`config.mk`:
```
export PLATFORM = sky130hd
export DESIGN_NAME = bcd_calendar_rtc
export DESIGN_NICKNAME = d
export VERILOG_FILES = /design/src/rtl/rtc_cal_pkg.sv /design/src/rtl/rtc_sec_prescaler.sv /design/src/rtl/rtc_bcd_field.sv /design/src/rtl/rtc_alarm_match.sv /design/src/rtl/bcd_calendar_rtc.sv
export SDC_FILE = /design/constraint.sdc
export NUM_CORES = 1
export LEC_CHECK = 0
export ABC_CLOCK_PERIOD_IN_PS = 5500
export BUFFER_PORTS_ARGS = -buffer_cell sky130_fd_sc_hd__buf_4
export CAP_MARGIN = 20
export CORE_MARGIN = 3
export CORE_UTILIZATION = 35
export DETAILED_ROUTE_END_ITERATION = 10
export HOLD_SLACK_MARGIN = 0.03
export SETUP_SLACK_MARGIN = 0.02
export SLEW_MARGIN = 20
export SYNTH_ARGS = -nofsm -noshare
export SYNTH_HDL_FRONTEND = slang
export SYNTH_SLANG_ARGS = --single-unit
```
`constraint.sdc`:
```
create_clock -name clk -period 5.5 [get_ports clk]
set_clock_uncertainty 0.1 [all_clocks]
set_input_delay 0.55 -clock clk [delete_from_list [all_inputs] [get_ports clk]]
set_output_delay 0.55 -clock clk [all_outputs]
set_load 0.05 [all_outputs]
```
`src/rtl/rtc_cal_pkg.sv`:
```
package rtc_cal_pkg;
   localparam int NFIELD = 6;
   localparam int FW     = 8;

   localparam int F_SEC  = 0;
   localparam int F_MIN  = 1;
   localparam int F_HOUR = 2;
   localparam int F_DAY  = 3;
   localparam int F_MON  = 4;
   localparam int F_YEAR = 5;

   typedef logic [NFIELD-1:0][FW-1:0] cal_vec_t;

   // add one to a two-digit BCD value (no range wrap here)
   function automatic logic [FW-1:0] bcd_inc(input logic [FW-1:0] v);
      logic [FW-1:0] r;
      if (v[3:0] >= 4'd9) r = {v[7:4] + 4'd1, 4'd0};
      else                r = {v[7:4], v[3:0] + 4'd1};
      return r;
   endfunction

   // last day of a month as BCD; leap test on the BCD year
   function automatic logic [FW-1:0] month_len(input logic [FW-1:0] mon,
                                               input logic [FW-1:0] yr);
      logic [2:0]    s;
      logic          leap;
      logic [FW-1:0] r;
      // tens*10 mod 4 equals 2*(tens odd); add units mod 4
      s    = {1'b0, yr[4], 1'b0} + {1'b0, yr[1:0]};
      leap = (s[1:0] == 2'b00);
      case (mon)
         8'h02:                      r = leap ? 8'h29 : 8'h28;
         8'h04, 8'h06, 8'h09, 8'h11: r = 8'h30;
         default:                    r = 8'h31;
      endcase
      return r;
   endfunction
endpackage

```
`src/rtl/rtc_sec_prescaler.sv`:
```
module rtc_sec_prescaler #(
   parameter int TICKS_PER_SEC = 32768
) (
   input  logic clk,
   input  logic rst_n,
   input  logic run,
   input  logic ref_en,
   output logic tick_o,
   output logic busy_o
);
   localparam int            CW   = (TICKS_PER_SEC > 1) ? $clog2(TICKS_PER_SEC) : 1;
   localparam logic [CW-1:0] LAST = CW'(TICKS_PER_SEC - 1);
   localparam bit            POW2 = ((TICKS_PER_SEC & (TICKS_PER_SEC - 1)) == 0);

   logic [CW-1:0] cnt;
   logic [CW-1:0] cnt_nxt;
   logic          at_last;

   generate
      if (POW2) begin : g_pow2
         assign cnt_nxt = cnt + 1'b1;
      end else begin : g_cmp
         assign cnt_nxt = (cnt == LAST) ? '0 : cnt + 1'b1;
      end
   endgenerate

   always_ff @(posedge clk or negedge rst_n) begin
      if (!rst_n)              cnt <= '0;
      else if (run && ref_en)  cnt <= cnt_nxt;
   end

   assign at_last = (cnt == LAST);
   assign busy_o  = run & at_last;
   assign tick_o  = run & ref_en & at_last;

   p_tick_wrap_r2: assert property (@(posedge clk) disable iff (!rst_n)
      tick_o |=> (cnt == '0));
   p_hold_r9: assert property (@(posedge clk) disable iff (!rst_n)
      !run |=> $stable(cnt));
endmodule

```
`src/rtl/rtc_bcd_field.sv`:
```
module rtc_bcd_field #(
   parameter logic [7:0] RST_VAL = 8'h00,
   parameter logic [7:0] MIN_VAL = 8'h00
) (
   input  logic       clk,
   input  logic       rst_n,
   input  logic       ld_i,
   input  logic [7:0] ld_val_i,
   input  logic       cin_i,
   input  logic [7:0] max_i,
   output logic [7:0] q_o,
   output logic       cout_o
);
   import rtc_cal_pkg::*;

   logic wrap;

   // >= so an out-of-range loaded value still wraps
   assign wrap   = (q_o >= max_i);
   assign cout_o = cin_i & wrap;

   always_ff @(posedge clk or negedge rst_n) begin
      if (!rst_n)     q_o <= RST_VAL;
      else if (ld_i)  q_o <= ld_val_i;
      else if (cin_i) q_o <= wrap ? MIN_VAL : bcd_inc(q_o);
   end

   p_load_r10: assert property (@(posedge clk) disable iff (!rst_n)
      ld_i |=> (q_o == $past(ld_val_i)));
   p_freeze_r9: assert property (@(posedge clk) disable iff (!rst_n)
      (!cin_i && !ld_i) |=> $stable(q_o));
endmodule

```
`src/rtl/rtc_alarm_match.sv`:
```
module rtc_alarm_match
   import rtc_cal_pkg::*;
(
   input  logic              clk,
   input  logic              rst_n,
   input  logic [NFIELD-1:0] ld_i,
   input  logic [FW-1:0]     data_i,
   input  cal_vec_t          cur_i,
   input  logic              upd_i,
   output logic              hit_o
);
   cal_vec_t          alm;
   logic [NFIELD-1:0] eq;

   generate
      for (genvar gi = 0; gi < NFIELD; gi++) begin : g_alm
         localparam logic [FW-1:0] ARST = (gi == F_DAY || gi == F_MON) ? 8'h01 : 8'h00;
         always_ff @(posedge clk or negedge rst_n) begin
            if (!rst_n)      alm[gi] <= ARST;
            else if (ld_i[gi]) alm[gi] <= data_i;
         end
         assign eq[gi] = (cur_i[gi] == alm[gi]);
      end
   endgenerate

   // every field must match: no masking
   assign hit_o = upd_i & (&eq);

   p_alm_load_r12: assert property (@(posedge clk) disable iff (!rst_n)
      ld_i[F_YEAR] |=> (alm[F_YEAR] == $past(data_i)));
endmodule

```
`src/rtl/bcd_calendar_rtc.sv`:
```
module bcd_calendar_rtc #(
   parameter int TICKS_PER_SEC = 32768
) (
   input  logic       clk,
   input  logic       rst_n,
   input  logic       ref_en,
   input  logic       run,
   input  logic [5:0] ld_field,
   input  logic [7:0] ld_data,
   input  logic [5:0] alm_ld,
   input  logic [7:0] alm_data,
   output logic [7:0] t_sec,
   output logic [7:0] t_min,
   output logic [7:0] t_hour,
   output logic [7:0] t_day,
   output logic [7:0] t_mon,
   output logic [7:0] t_year,
   output logic       ev_sec,
   output logic       ev_min,
   output logic       ev_hour,
   output logic       ev_day,
   output logic       alarm_ev,
   output logic       busy
);
   import rtc_cal_pkg::*;

   generate
      if (TICKS_PER_SEC < 2) begin : g_bad_ticks
         $error("TICKS_PER_SEC must be at least 2");
      end
   endgenerate

   logic          sec_tick;
   logic          adv;
   logic [NFIELD:0] chain;
   cal_vec_t      cur;
   cal_vec_t      fmax;
   logic [3:0]    ev_q;

   rtc_sec_prescaler #(.TICKS_PER_SEC(TICKS_PER_SEC)) u_pre (
      .clk    (clk),
      .rst_n  (rst_n),
      .run    (run),
      .ref_en (ref_en),
      .tick_o (sec_tick),
      .busy_o (busy)
   );

   // a load in the same cycle absorbs the pending advance
   assign adv      = sec_tick & ~(|ld_field);
   assign chain[0] = adv;

   always_comb begin
      fmax[F_SEC]  = 8'h59;
      fmax[F_MIN]  = 8'h59;
      fmax[F_HOUR] = 8'h23;
      fmax[F_DAY]  = month_len(cur[F_MON], cur[F_YEAR]);
      fmax[F_MON]  = 8'h12;
      fmax[F_YEAR] = 8'h99;
   end

   generate
      for (genvar gi = 0; gi < NFIELD; gi++) begin : g_field
         localparam logic [FW-1:0] FMIN = (gi == F_DAY || gi == F_MON) ? 8'h01 : 8'h00;
         rtc_bcd_field #(.RST_VAL(FMIN), .MIN_VAL(FMIN)) u_fld (
            .clk      (clk),
            .rst_n    (rst_n),
            .ld_i     (ld_field[gi]),
            .ld_val_i (ld_data),
            .cin_i    (chain[gi]),
            .max_i    (fmax[gi]),
            .q_o      (cur[gi]),
            .cout_o   (chain[gi+1])
         );
      end
   endgenerate

   always_ff @(posedge clk or negedge rst_n) begin
      if (!rst_n) ev_q <= '0;
      else        ev_q <= {chain[3], chain[2], chain[1], adv};
   end

   assign ev_sec  = ev_q[0];
   assign ev_min  = ev_q[1];
   assign ev_hour = ev_q[2];
   assign ev_day  = ev_q[3];

   rtc_alarm_match u_alm (
      .clk    (clk),
      .rst_n  (rst_n),
      .ld_i   (alm_ld),
      .data_i (alm_data),
      .cur_i  (cur),
      .upd_i  (ev_sec),
      .hit_o  (alarm_ev)
   );

   assign t_sec  = cur[F_SEC];
   assign t_min  = cur[F_MIN];
   assign t_hour = cur[F_HOUR];
   assign t_day  = cur[F_DAY];
   assign t_mon  = cur[F_MON];
   assign t_year = cur[F_YEAR];

   p_evsec_busy_r3: assert property (@(posedge clk) disable iff (!rst_n)
      ev_sec |-> $past(busy));
   p_evmin_r4: assert property (@(posedge clk) disable iff (!rst_n)
      ev_min |-> (ev_sec && t_sec == 8'h00));
   p_evday_r5: assert property (@(posedge clk) disable iff (!rst_n)
      ev_day |-> (ev_hour && t_hour == 8'h00));
   p_year_wrap_r8: assert property (@(posedge clk) disable iff (!rst_n)
      chain[NFIELD] |=> (t_year == 8'h00));
   p_stop_r9: assert property (@(posedge clk) disable iff (!rst_n)
      !run |=> !ev_sec);
   p_absorb_r10: assert property (@(posedge clk) disable iff (!rst_n)
      (|ld_field) |=> !ev_sec);
   p_alarm_tick_r11: assert property (@(posedge clk) disable iff (!rst_n)
      alarm_ev |-> ev_sec);
endmodule

```
* After elaboration in Yosys (flattened, before gate mapping)
Cells that the tools add are included. Widths: inputs -> output; s select.
Operators by class: reductions and logical operators 23, equal/unequal tests 12, magnitude comparators 12, muxes and demuxes 26, bitwise logic cells 11, add/subtract/negate cells 14
Operators by type and width (number):
- $mux 8 | 24
- $add 4x1->4 const B | 12
- $eq 8x8->1 | 6
- $ge 4x4->1 const B | 6
- $reduce_bool 3->1 | 6
- $eq 8x3->1 const B | 2
- $ge 8x7->1 const B | 2
- $add 15x1->15 const B | 1
- $eq 15x15->1 const B | 1
- $reduce_and 2->1 | 6
- $reduce_bool 2->1 | 6
- $and 1x1->1 | 10
- $pmux 5 s2 | 1
- $eq 8x2->1 const B | 1
- $eq 8x4->1 const B | 1
- $eq 8x5->1 const B | 1
- $ge 8x5->1 const B | 1
- $ge 8x6->1 | 1
- $ge 8x6->1 const B | 1
- $ge 8x8->1 const B | 1
- $reduce_and 6->1 | 1
- $reduce_or 6->1 | 1
- $reduce_or 4->1 | 1
- $add 2x2->2 | 1
- 4 further kinds | 4
Word-level totals: output and inout port bits 54, flip-flop bits (word level) 115, bits of input ports 32

* Depth between registers and ports, before layout
Gate-level depths: netlist of the first run.
depth in word-level cells 10, gate-level depth with buffers 14

* Cells and area by module
A second synthesis of the first run with hierarchy kept.
Unflattened totals: cells, all modules 775, area total of the unflattened synthesis 8021.4 um^2
Modules (own cells, without submodules):
- rtc_bcd_field at g_field[0].u_fld ... | instances 4, area an instance 780.7 um^2, cells an instance 82, seq. area each 200.2 um^2
- rtc_alarm_match | instances 1, area an instance 2303.5 um^2, cells an instance 180, seq. area each 1203.7 um^2
- rtc_bcd_field at g_field[3].u_fld ... | instances 2, area an instance 813.3 um^2, cells an instance 91, seq. area each 201.4 um^2
- rtc_sec_prescaler | instances 1, area an instance 728.2 um^2, cells an instance 64, seq. area each 375.4 um^2
- bcd_calendar_rtc | instances 1, area an instance 240.2 um^2, cells an instance 21, seq. area each 100.1 um^2

* Least setup slack after synthesis of the first run
No wires, ideal clock.
kind register -> output, start point register g_field[3].u_fld.q_o[4], end point output alarm_ev, arrival 2874 ps, cell stages (with the launch flop) 7, slack 1976 ps, data required time 4850 ps, path through dfrtp_1 -> inv_1 -> a22oi_1 -> nand2_1 -> nor4_1 -> nand4_1 -> nor4_1
On the way: longest elaborated chain between the ends 3
RTL lines:
- start, declared | RTL line rtc_bcd_field.sv:11 | output logic [7:0] q_o,
- start signal, assigned | RTL line rtc_bcd_field.sv:24 | else if (ld_i) q_o <= ld_val_i;
- start signal, assigned | RTL line rtc_bcd_field.sv:25 | else if (cin_i) q_o <= wrap ? MIN_VAL : bcd_inc(q_o);
- $eq 8x8->1 | RTL line rtc_alarm_match.sv:22 | assign eq[gi] = (cur_i[gi] == alm[gi]);
- $reduce_and 6->1 | RTL line rtc_alarm_match.sv:27 | assign hit_o = upd_i & (&eq);
- $and 1x1->1 | RTL line rtc_alarm_match.sv:27
- end, declared | RTL line bcd_calendar_rtc.sv:22 | output logic alarm_ev,
Every way passes these cells.

* Final worst setup path of the first run
start point register g_field[4].u_fld.q_o[0], end point register g_field[3].u_fld.q_o[3]
On the way: longest elaborated chain between the ends 7
RTL lines:
- start, declared | RTL line rtc_bcd_field.sv:11
- start signal, assigned | RTL line rtc_bcd_field.sv:24
- start signal, assigned | RTL line rtc_bcd_field.sv:25
- $eq 8x3->1, or another cell as far along | RTL line rtc_cal_pkg.sv:31 | case (mon)
- $reduce_or 4->1 | RTL line rtc_cal_pkg.sv:31
- $pmux 5 s2 (*) | RTL line rtc_cal_pkg.sv:31
- $ge 8x6->1 (*) | RTL line rtc_bcd_field.sv:19 | assign wrap = (q_o >= max_i);
- $mux 8 (*) (2 in a row) | RTL line rtc_bcd_field.sv:25
- $mux 8 (*) | RTL line rtc_bcd_field.sv:24
Mark *: on every way between the ends. The rest lies on a longest branch, timed or not. The select of a mux whose other input is x is not followed. A chain may end at the register's enable or synchronous reset.

==> out/summary.md, run 1 <==
### Outcome
* completed — result of the run

### CTS
* 2 — Bufs on Longest Clock Path
* 50 ps — register clock-pin slew on the reported worst setup and hold paths
* 420 ps — worst-skew pair later-pin latency
* yes — TritonCTS clock tree
* 115 — Clock Sink Count
* 0 — CTS Hold Bufs
* 4 — number of H-tree levels
* clkbuf_16 — Root Buffer Master
* 17 — CTS buffer count
* 0 — number of buffers inserted to repair setup after CTS
* 0 — cts repair resizes

### Route
* 0 — final routed DRC violation total
* 19.5 µm — DR WL/cell
* 0 — number of nets with antenna violations after routing
* 5,325 — total number of vias
* 5 — detailed-router iteration count before antenna repair
* 5.51 — Via density
* 18,800 µm — total wire length after detailed routing
* 366 — Initial DRC Count

### Floorplanning
* 49 — row count
* 36.0% — initial core utilization
* 143 µm — overall die height
* 18,100 µm² — core outline area
* 86 — top-level port count
* 143 µm — die outline width
* 20,300 µm² — die footprint

### Setup path
* flop — kind of end point of the critical path
* compound AO/OA/AOI/OAI gates — gate family responsible for the most delay along the worst path
* o21ai_0 — most frequent cell on the critical path
* 1 — critical path buffer and inverter count
* flop — nature of the critical path startpoint
* dfstp_2 — slowest library cell on the worst path
* 5730 ps — Req. time, crit path
* 3890 ps — CP Data Arrival Time
* 600 ps — longest individual stage delay on the worst path
* inv_1, ha_1, o21ai_0, o21ai_0, a32oi_1, nor3_1, a21oi_1, ha_1, nor4b_1, o221ai_1, or3_1, nor4_1, o21ai_0, o211ai_1 — cells along the critical path
* flop to flop — class of the most critical setup path
* 8 — Max Fanout on Critical Path

### STA
* 0 — Hold Vio Cnt, Final
* 273 MHz — maximum operating frequency
* 0 — total of endpoints with negative setup slack in the final report
* 1840 ps — crit path setup slack, layout
* 3660 ps — Period minus WS final
* 0 ps — total negative slack for setup checks
* false — setup repair after global routing missed its margin
* 894 ps — Worst-Margin Slew
* 0 — number of pins exceeding their max-slew limit in the final report
* 40.4% — normalized max-slew margin
* 66.5% — Final Cycle Share

### Global routing
* 68 — pin count of the biggest net entering global routing
* 19.1% — GR Util All Layers
* 29,500 µm — global-route wire length before repair
* 0 — total global routing overflow
* 5,036 — via count of the first global-routing pass
* 0 — antenna violations before repair

### Placed design
* 85 — Port-buffer cells
* 937 — Placed Instances
* 0.870 — routability congestion estimate
* 13,800 µm — post-detailed-placement half-perimeter wirelength
* 1880 ps — minimum setup slack after placement
* 7370 µm² — post-placement cell area

### Power and ir drop
* 342 nW/µm² — power density normalized to cell area
* 39.3% — fraction of power consumed by the clock network
* 863 µW — sw power
* 21.2% — fraction of power consumed by combinational cells
* 0.210 mV — peak supply drop
* 31.9% — Sw Share
* 1.84 mW — Power Internal
* 3.53 nW — cell leakage power
* 39.6% — sequential cell fraction of total power

### Synthesis
* 115 — flop and latch count out of synthesis
* dfrtp_1 — commonest register cell after synthesis
* dfrtp_1 — post-synth top area cell
* 44.2% — part of the Yosys area used for sequential elements
* 710 — synthesized net count
* 6530 µm² — mapped cell area
* 6.90% — area share of fa/ha/maj cells after synthesis
* dfrtp_1, mux2_2, ha_1 — biggest area contributors in the synthesized netlist
* 7.78% — xor/xnor cell area share of the yosys netlist
* 642 — Cells after Synth
* 10.2 µm² — per-instance average area after synthesis
* 16.2% — fraction of the mapped netlist area in simple logic gates
* 42.5% — fraction of post-synthesis cell area in the top cell type by area
* simple AND/OR/NAND/NOR gates — combinational family with the most area after synthesis
* 63 — number of distinct library cell variants in the gate-level netlist after synthesis
* 0 — number of synthesized flops with an enable pin
* 12.2% — Synth Area in Compound Gates
* 100% — async set-or-reset flop fraction in the synthesized netlist
* 0 — number of warnings issued by yosys
* 8.74% — mux share of post-synthesis cell area

### Final layout
* 2880 µm² — area taken by flip-flops and latches
* 0 — Diodes inserted
* 7930 µm² — fin area
* 1,748 — layout filler cell count
* dfrtp_1, buf_4, nand2_1, mux2_2, inv_1 — top library cells by usage in the layout, fill and taps aside
* 966 — final cell count without fillers
* dfrtp_1 — most common cell after layout, fill and taps aside
* 795 — number of nets in the layout
* 43.7% — Post-Route Utilization
* 3390 µm² — multi-input combinational cell area
* 21.4% — area added between synthesis and finish
* 24.0% — proportion of layout cells with a drive suffix above 1

### Run
* 0 — reported max-cap violation count

### Hold path
* input port to async pin — type of the worst min-delay path

-- power by group through the flow --
stage	clock network, mW	logic, mW	registers (mW)
after global placement	0	0.568	1.08
after CTS	1.08	0.576	1.07
after floorplan	0	0.271	1.17
final	1.06	0.573	1.07
after global routing	1.12	0.627	1.09
after detailed placement	0	0.573	1.08
-- state kept, by name, indices dropped and copies added, names as in the netlist --
name,flops
u_pre.cnt,15
ev_q,4
u_alm.alm,48
g_field.u_fld.q_o,48
-- final timing paths --
check                                        startpoint                       to  slack (ps)  cells after the start
max in group asynchronous                         rst_n            u_pre.cnt[12]        3960                      2
worst max register to register  g_field[4].u_fld.q_o[0]  g_field[3].u_fld.q_o[3]        1840                     14
min in group clk                            alm_data[5]            u_alm.alm[21]         320                      3
worst min-delay path                              rst_n  g_field[3].u_fld.q_o[1]         150                      1
worst max-delay path            g_field[4].u_fld.q_o[0]  g_field[3].u_fld.q_o[3]        1840                     14
worst min register to register            u_pre.cnt[14]            u_pre.cnt[14]         370                      1
-- routing by layer --
metal,GRT usage (%),vias to the layer above,wire (µm),share of wire (%)
met1,27.3,2641,8920,47
met5,0,-,0,0
li1,-,2486,-,-
met2,29.3,174,8670,46
met3,4.03,24,969,5.1
met4,5.75,0,279,1.5
-- Yosys cell counts (14+ instances only) --
library cell / count
a21oi_1: 19
clkbuf_1: 16
dfrtp_1: 111
ha_1: 36
inv_1: 42
mux2_2: 48
nand2_1: 51
nand3_1: 23
nand4_1: 14
nor2_1: 38
nor4_1: 14
o21ai_0: 39
xnor2_1: 17
xor2_1: 41
-- cell type report --
class                   count  area share, %
repair buffers             86           8.15
inverters                  44           2.10
clock inverters             6           1.01
clock buffers              23           6.03
multi-input cells         463           42.7
flip-flops and latches    115           36.4
well taps                 229           3.61
-- stage by stage --
| stage | power [mW] | hold slack, ps |
|---|---|---|
| after floorplan | 1.44 | 154 |
| after global placement | 1.65 | 365 |
| after detailed placement | 1.66 | 358 |
| after CTS | 2.73 | 185 |
| after global routing | 2.84 | 221 |
| final | 2.71 | 149 |
-- cells by family after synthesis --
family                     count (synthesis)
AOI/OAI and AO/OA                        123
xor gates and xnor gates                  58
adders and majority gates                 36
buffers and inverters                     64
DFF                                      115
muxes                                     51
and+or+nand+nor                          195
No activity file was read; power rests on OpenSTA's default activity.
==> run 2: changes to the inputs <==
- ABC_CLOCK_PERIOD_IN_PS: 5500 -> 3300
- clock period: 5.5 -> 3.3 ns (I/O delays scaled with it)
==> run 2 against run 1 <==
Compared with the run above: non-clock buffer count increased by 21; cell area is 4.9% higher; sequential share of layout area is 1.6 points lower; power increased by 76%; critical endpoint is now g_field[5].u_fld.q_o[1]; largest power group is now the clock network; highest routed layer unchanged.
==> out/summary.md, run 2 (synthesis gave the netlist of run 1 again) <==
### CTS
* clkbuf_16 — Root Buffer Master, unchanged
* yes — TritonCTS clock tree, unchanged
* 2 — Bufs on Longest Clock Path, unchanged
* 50 ps — register clock-pin slew on the reported worst setup and hold paths, about the same
* 17 — CTS buffer count, unchanged
* 4 — number of H-tree levels, unchanged
* 420 ps — worst-skew pair later-pin latency, about the same
* 115 — Clock Sink Count, unchanged

### STA
* 0 — Hold Vio Cnt, Final, unchanged
* 3230 ps — Period minus WS final, was 3660 ps
* 0 ps — total negative slack for setup checks, unchanged
* 685 ps — Worst-Margin Slew, was 894 ps
* 0 — total of endpoints with negative setup slack in the final report, unchanged
* 97.8% — Final Cycle Share, was 66.5%
* 54.3% — normalized max-slew margin, was 40.4%
* 99.7 ps — worst hold slack, was 149 ps
* 310 MHz — maximum operating frequency, was 273 MHz
* 71.6 ps — crit path setup slack, layout, was 1840 ps
* true — setup repair after global routing missed its margin, was false
* 0 — number of pins exceeding their max-slew limit in the final report, unchanged

### Power and ir drop
* 40.7% — fraction of power consumed by the clock network, was 39.3%
* 31.8% — Sw Share, was 31.9%
* 3.25 mW — Power Internal, was 1.84 mW
* 1.52 mW — sw power, was 863 µW
* 22.1% — fraction of power consumed by combinational cells, was 21.2%
* 3.67 nW — cell leakage power, was 3.53 nW
* 4.76 mW — overall power consumption, was 2.71 mW
* 573 nW/µm² — power density normalized to cell area, was 342 nW/µm²
* 0.406 mV — peak supply drop, was 0.210 mV
* 37.2% — sequential cell fraction of total power, was 39.6%

### Floorplanning
* 86 — top-level port count, unchanged
* 143 µm — die outline width, unchanged
* 18,100 µm² — core outline area, unchanged
* 49 — row count, unchanged
* 20,300 µm² — die footprint, unchanged
* 36.0% — initial core utilization, unchanged
* 143 µm — overall die height, unchanged

### Placed design
* 85 — Port-buffer cells, unchanged
* 954 — Placed Instances, was 937
* 7530 µm² — post-placement cell area, was 7370 µm²
* -67.9 ps — minimum setup slack after placement, was 1880 ps
* 14,400 µm — post-detailed-placement half-perimeter wirelength, was 13,800 µm
* 0.913 — routability congestion estimate, was 0.870

### Final layout
* 27.3% — area added between synthesis and finish, was 21.4%
* g_field.u_fld.q_o (48), u_alm.alm (48), u_pre.cnt (15) — Regs by FF count, unchanged
* dfrtp_1 — most common cell after layout, fill and taps aside, unchanged
* 8310 µm² — fin area, was 7930 µm²
* 0 — Diodes inserted, unchanged
* 816 — number of nets in the layout, was 795
* 990 — final cell count without fillers, was 966
* 29.0% — proportion of layout cells with a drive suffix above 1, was 24.0%
* dfrtp_1, buf_4, nand2_1, mux2_2, xor2_1 — top library cells by usage in the layout, fill and taps aside, was dfrtp_1, buf_4, nand2_1, mux2_2, inv_1
* 45.8% — Post-Route Utilization, was 43.7%

### Setup path
* 70 ps — slack of the worst reg-to-reg path, was 1840 ps
* 3540 ps — Req. time, crit path, was 5730 ps
* g_field[4].u_fld.q_o[0] — R2R Path Start, unchanged
* dfstp_4 — slowest library cell on the worst path, was dfstp_2
* 1 — critical path buffer and inverter count, unchanged
* flop to flop — class of the most critical setup path, unchanged
* 650 ps — longest individual stage delay on the worst path, was 600 ps
* inv_4, ha_4, o21ai_2, o21ai_1, a32oi_1, nor3_2, a21oi_2, ha_1, nor4b_4, o221a_2, nor2_4, nand3_2, mux2_2, o21ai_0 — cells along the critical path, was inv_1, ha_1, o21ai_0, o21ai_0, a32oi_1, nor3_1, a21oi_1, ha_1, nor4b_1, o221ai_1, or3_1, nor4_1, o21ai_0, o211ai_1
* 6 — Max Fanout on Critical Path, was 8
* compound AO/OA/AOI/OAI gates — gate family responsible for the most delay along the worst path, unchanged
* 3470 ps — CP Data Arrival Time, was 3890 ps
* g_field[5].u_fld.q_o[1] — worst r2r dst, was g_field[3].u_fld.q_o[3]
* flop — nature of the critical path startpoint, unchanged
* 14 — worst r2r path cells, unchanged
* flop — kind of end point of the critical path, unchanged

### Global routing
* 0 — antenna violations before repair, unchanged
* 5,065 — via count of the first global-routing pass, was 5,036
* 20.2% — GR Util All Layers, was 19.1%
* 69 — pin count of the biggest net entering global routing, was 68
* 0 — total global routing overflow, unchanged
* 30,700 µm — global-route wire length before repair, was 29,500 µm

### Route
* 437 — Initial DRC Count, was 366
* 20.3 µm — DR WL/cell, was 19.5 µm
* 0 — number of nets with antenna violations after routing, unchanged
* 20,100 µm — total wire length after detailed routing, was 18,800 µm
* 5.44 — Via density, was 5.51
* 4 — detailed-router iteration count before antenna repair, was 5
* 0 — final routed DRC violation total, unchanged
* 5,389 — total number of vias, was 5,325

### Hold path
* 3 — worst hold path depth
* alm_data[5] — origin of the worst min-delay path
* u_alm.alm[21] — Hold Path Sink
* input port to flop — type of the worst min-delay path, was input port to async pin

### Run
* 0 — reported max-cap violation count, unchanged

### Outcome
* completed — result of the run, unchanged

## run 2: changes by cell type in the layout (fill, tap and decap cells not counted), moves of 3 or more
| cell | before | now |
|---|---|---|
| ha_4 | 0 | 3 |
| buf_4 | 86 | 104 |
| nor4_1 | 14 | 11 |
| ha_1 | 36 | 33 |
| o21ai_1 | 3 | 6 |
| o21ai_0 | 39 | 35 |
## run 2: how the worst max path moves through the flow
stage | from | end | slack [ps] | cells after the start
final | g_field[4].u_fld.q_o[0] | g_field[5].u_fld.q_o[1] | 70 | 14
after global routing | g_field[4].u_fld.q_o[0] | g_field[5].u_fld.q_o[0] | -120 | 14
after CTS | g_field[4].u_fld.q_o[0] | g_field[5].u_fld.q_o[7] | 30 | 14
after detailed placement | g_field[4].u_fld.q_o[0] | g_field[5].u_fld.q_o[6] | -70 | 14
after global placement | g_field[4].u_fld.q_o[0] | g_field[5].u_fld.q_o[6] | 3 | 14
after floorplan | g_field[4].u_fld.q_o[0] | g_field[5].u_fld.q_o[6] | -2 | 14
## run 2: final cells by class
class,instances,area (µm²)
clock buffers,22,454
clock inverters,10,156
fillers,1726,9830
inverters,44,171
multi-input cells,463,3530
flip-flops and latches,115,2890
well taps,229,287
repair buffers,107,822
## run 2: worst min-delay path, delay by kind of cell
kind	cells	cell delay, ps
compound gates	1	60
buf+inv	1	140
simple gates	1	50
## run 2: per-layer routing
metal  track usage (%)  vias up  wire [µm]
met5                 0        -          0
met3              4.44       25       1060
met4              6.70        0        337
met2              31.2      158       9390
li1                  -     2535          -
met1              28.3     2671       9300
## run 2: power by group through the flow
| stage | combinational, mW | sequential (mW) | clock (mW) |
|---|---|---|---|
| finish | 1.05 | 1.77 | 1.94 |
| global route | 1.15 | 1.80 | 2.03 |
| floorplan | 0.453 | 1.95 | 0 |
| detailed placement | 1.02 | 1.79 | 0 |
| global placement | 1.01 | 1.78 | 0 |
| CTS | 1.03 | 1.77 | 1.96 |
## run 2: repair_timing
action / in CTS / in global routing
endpoints found under the hold margin: 44 / 0
resized for setup: 2 / 30
pin swaps: 0 / 21
endpoints found under the setup margin: 4 / 19
buffers inserted: 0 / 3
gates cloned: 0 / 0
hold buffers: 1 / 0
==> run 3: changes to the inputs <==
- BUFFER_PORTS_ARGS: -buffer_cell sky130_fd_sc_hd__buf_4 -> not set
- DONT_BUFFER_PORTS: not set -> 1
- PLACE_DENSITY: not set -> 0.48
==> run 3 against run 2 <==
Compared with the run above: sequential share of layout area grew 0.24 points; worst hold slack lost 55 ps; register-to-register slack gained 50 ps; largest cell class unchanged; via count grew 2.3%; die area is the same; critical path type unchanged; highest routed layer is now met5.
==> out/summary.md, run 3 (synthesis gave the netlist of run 1 again) <==
### Placed design
* 14,700 µm — post-detailed-placement half-perimeter wirelength, was 14,400 µm
* 0 — Port-buffer cells, was 85
* 0.897 — routability congestion estimate, was 0.913
* -143 ps — minimum setup slack after placement, was -67.9 ps
* 902 — Placed Instances, was 954

### Global routing
* 33,500 µm — global-route wire length before repair, was 30,700 µm
* 0 — total global routing overflow, unchanged
* 116 — pin count of the biggest net entering global routing, was 69
* 5,599 — via count of the first global-routing pass, was 5,065
* 1 — antenna violations before repair, was 0
* 21.9% — GR Util All Layers, was 20.2%

### Route
* 0 — number of nets with antenna violations after routing, unchanged
* 5.66 — Via density, was 5.44
* 5 — detailed-router iteration count before antenna repair, was 4
* 22,000 µm — total wire length after detailed routing, was 20,100 µm
* 5,511 — total number of vias, was 5,389
* 22.6 µm — DR WL/cell, was 20.3 µm
* 0 — final routed DRC violation total, unchanged
* 352 — Initial DRC Count, was 437

### Setup path
* dfstp_4 — slowest library cell on the worst path, unchanged
* g_field[4].u_fld.q_o[0] — startpoint of the most critical setup path, unchanged
* 120 ps — slack of the worst reg-to-reg path, was 70 ps
* 1 — critical path buffer and inverter count, unchanged
* o21ai_1 — most frequent cell on the critical path
* simple AND/OR/NAND/NOR gates — gate family responsible for the most delay along the worst path, was compound AO/OA/AOI/OAI gates
* 3500 ps — Req. time, crit path, was 3540 ps
* g_field[3].u_fld.q_o[2] — worst r2r dst, was g_field[5].u_fld.q_o[1]
* 14 — worst r2r path cells, unchanged
* g_field[4].u_fld.q_o[0] — R2R Path Start, unchanged
* 640 ps — longest individual stage delay on the worst path, was 650 ps
* flop to flop — class of the most critical setup path, unchanged
* inv_4, ha_2, o21ai_2, o21ai_1, a32oi_1, nor3_2, a21oi_1, ha_1, nor4b_4, o221ai_4, or3_4, nor4_2, o21ai_1, o311ai_1 — cells along the critical path, was inv_4, ha_4, o21ai_2, o21ai_1, a32oi_1, nor3_2, a21oi_2, ha_1, nor4b_4, o221a_2, nor2_4, nand3_2, mux2_2, o21ai_0
* 3380 ps — CP Data Arrival Time, was 3470 ps
* flop — nature of the critical path startpoint, unchanged
* flop — kind of end point of the critical path, unchanged
* 5 — Max Fanout on Critical Path, was 6

### STA
* 0 ps — total negative slack for setup checks, unchanged
* 843 ps — Worst-Margin Slew, was 685 ps
* 96.3% — Final Cycle Share, was 97.8%
* 0 — total of endpoints with negative setup slack in the final report, unchanged
* 315 MHz — maximum operating frequency, was 310 MHz
* 0 — number of pins exceeding their max-slew limit in the final report, unchanged
* 44.8 ps — worst hold slack, was 99.7 ps
* 0 — Hold Vio Cnt, Final, unchanged
* 3180 ps — Period minus WS final, was 3230 ps
* 43.8% — normalized max-slew margin, was 54.3%
* 121 ps — crit path setup slack, layout, was 71.6 ps
* true — setup repair after global routing missed its margin, unchanged

### Final layout
* 0 — Diodes inserted, unchanged
* dfrtp_1, buf_4, nand2_1, mux2_2 — top library cells by usage in the layout, fill and taps aside, was dfrtp_1, buf_4, nand2_1, mux2_2, xor2_1
* g_field.u_fld.q_o (48), u_alm.alm (48), u_pre.cnt (15) — Regs by FF count, unchanged
* 26.5% — area added between synthesis and finish, was 27.3%
* 973 — final cell count without fillers, was 990
* 2890 µm² — area taken by flip-flops and latches, unchanged
* dfrtp_1 — most common cell after layout, fill and taps aside, unchanged
* 1,738 — layout filler cell count, was 1,726
* 22.7% — proportion of layout cells with a drive suffix above 1, was 29.0%
* 799 — number of nets in the layout, was 816
* 3530 µm² — multi-input combinational cell area, about the same

### CTS
* 420 ps — worst-skew pair later-pin latency, about the same
* 115 — Clock Sink Count, unchanged
* 4 — number of H-tree levels, unchanged
* 17 — CTS buffer count, unchanged
* 2 — Bufs on Longest Clock Path, unchanged
* clkbuf_16 — Root Buffer Master, unchanged
* 60 ps — register clock-pin slew on the reported worst setup and hold paths, was 50 ps
* yes — TritonCTS clock tree, unchanged

### Floorplanning
* 143 µm — die outline width, unchanged
* 49 — row count, unchanged
* 86 — top-level port count, unchanged
* 20,300 µm² — die footprint, unchanged
* 143 µm — overall die height, unchanged
* 18,100 µm² — core outline area, unchanged
* 36.0% — initial core utilization, unchanged

### Power and ir drop
* 0.497 mV — peak supply drop, was 0.406 mV
* 4.68 mW — overall power consumption, was 4.76 mW
* 566 nW/µm² — power density normalized to cell area, was 573 nW/µm²
* 3.57 nW — cell leakage power, was 3.67 nW

### Hold path
* 3 — worst hold path depth, unchanged
* input port to flop — type of the worst min-delay path, unchanged
* ld_field[3] — origin of the worst min-delay path, was alm_data[5]
* g_field[3].u_fld.q_o[1] — Hold Path Sink, was u_alm.alm[21]

### Run
* 0 — reported max-cap violation count, unchanged

### Outcome
* completed — result of the run, unchanged

==> run 3: cell types whose count changed in the layout (fill, tap and decap cells not counted), sizes merged <==
cell,previous run,this run
buf,106,53
bufinv,4,3
clkbuf,22,19
clkinv,7,9
clkinvlp,1,2
dlygate4sd3,1,37
inv,42,43
==> run 3: area by class of cell <==
cell class	count	area share, %
Multi-Input combinational cell	463	42.8
Clock buffer	19	5.24
Sequential cell	115	35.0
Clock inverter	13	1.94
Inverter	44	2.05
Timing Repair Buffer	90	9.55
Tap cell	229	3.47
==> run 3: metrics by stage <==
| step | area (µm²) | util [%] |
|---|---|---|
| 2_1_floorplan | 6550 | - |
| 3_3_place_gp | 7120 | 39.3 |
| 3_5_place_dp | 7120 | 39.3 |
| 4_1_cts | 8150 | 44.9 |
| 5_1_grt | 8260 | 45.5 |
| 6_report | 8260 | 45.5 |
==> run 3: timing repair <==
| item | CTS | global route |
|---|---|---|
| pin swaps | 7 | 10 |
| resized for setup | 10 | 21 |
| hold endpoints to repair | 210 | 0 |
| buffers inserted | 0 | 1 |
| gates cloned | 0 | 0 |
| setup endpoints to repair | 11 | 14 |
| hold buffers | 38 | 0 |
==> run 3: how the worst max path moves through the flow <==
| stage | end | slack [ps] | cells after the start |
|---|---|---|---|
| after floorplan | g_field[5].u_fld.q_o[6] | -2 | 14 |
| after global placement | g_field[3].u_fld.q_o[2] | -50 | 14 |
| after global routing | g_field[3].u_fld.q_o[3] | -130 | 14 |
| after detailed placement | g_field[3].u_fld.q_o[2] | -140 | 14 |
| after CTS | g_field[3].u_fld.q_o[2] | 7 | 14 |
| final | g_field[3].u_fld.q_o[2] | 120 | 14 |
==> run 3: per-layer routing <==
| layer | part of all wire, % | track usage (%) | vias up |
|---|---|---|---|
| li1 | - | - | 2498 |
| met1 | 45 | 30.1 | 2809 |
| met2 | 47 | 34.4 | 184 |
| met3 | 6.7 | 5.65 | 18 |
| met4 | 1.4 | 6.15 | 2 |
| met5 | 0.059 | 0 | - |
==> run 3: worst register-to-register path, stage by stage (launching register included) <==
cell      delay (ps)
dfstp_4          640
inv_4             50
ha_2             180
o21ai_2          110
o21ai_1           70
a32oi_1          190
nor3_2            70
a21oi_1          140
ha_1             270
nor4b_4          300
o221ai_4         180
or3_4            420
nor4_2           140
o21ai_1           90
o311ai_1         130
==> run 3: power breakdown <==
part / switching, mW / internal (mW)
Clock: 0.691 / 1.19
Sequential: 0.223 / 1.57
Combinational: 0.626 / 0.385
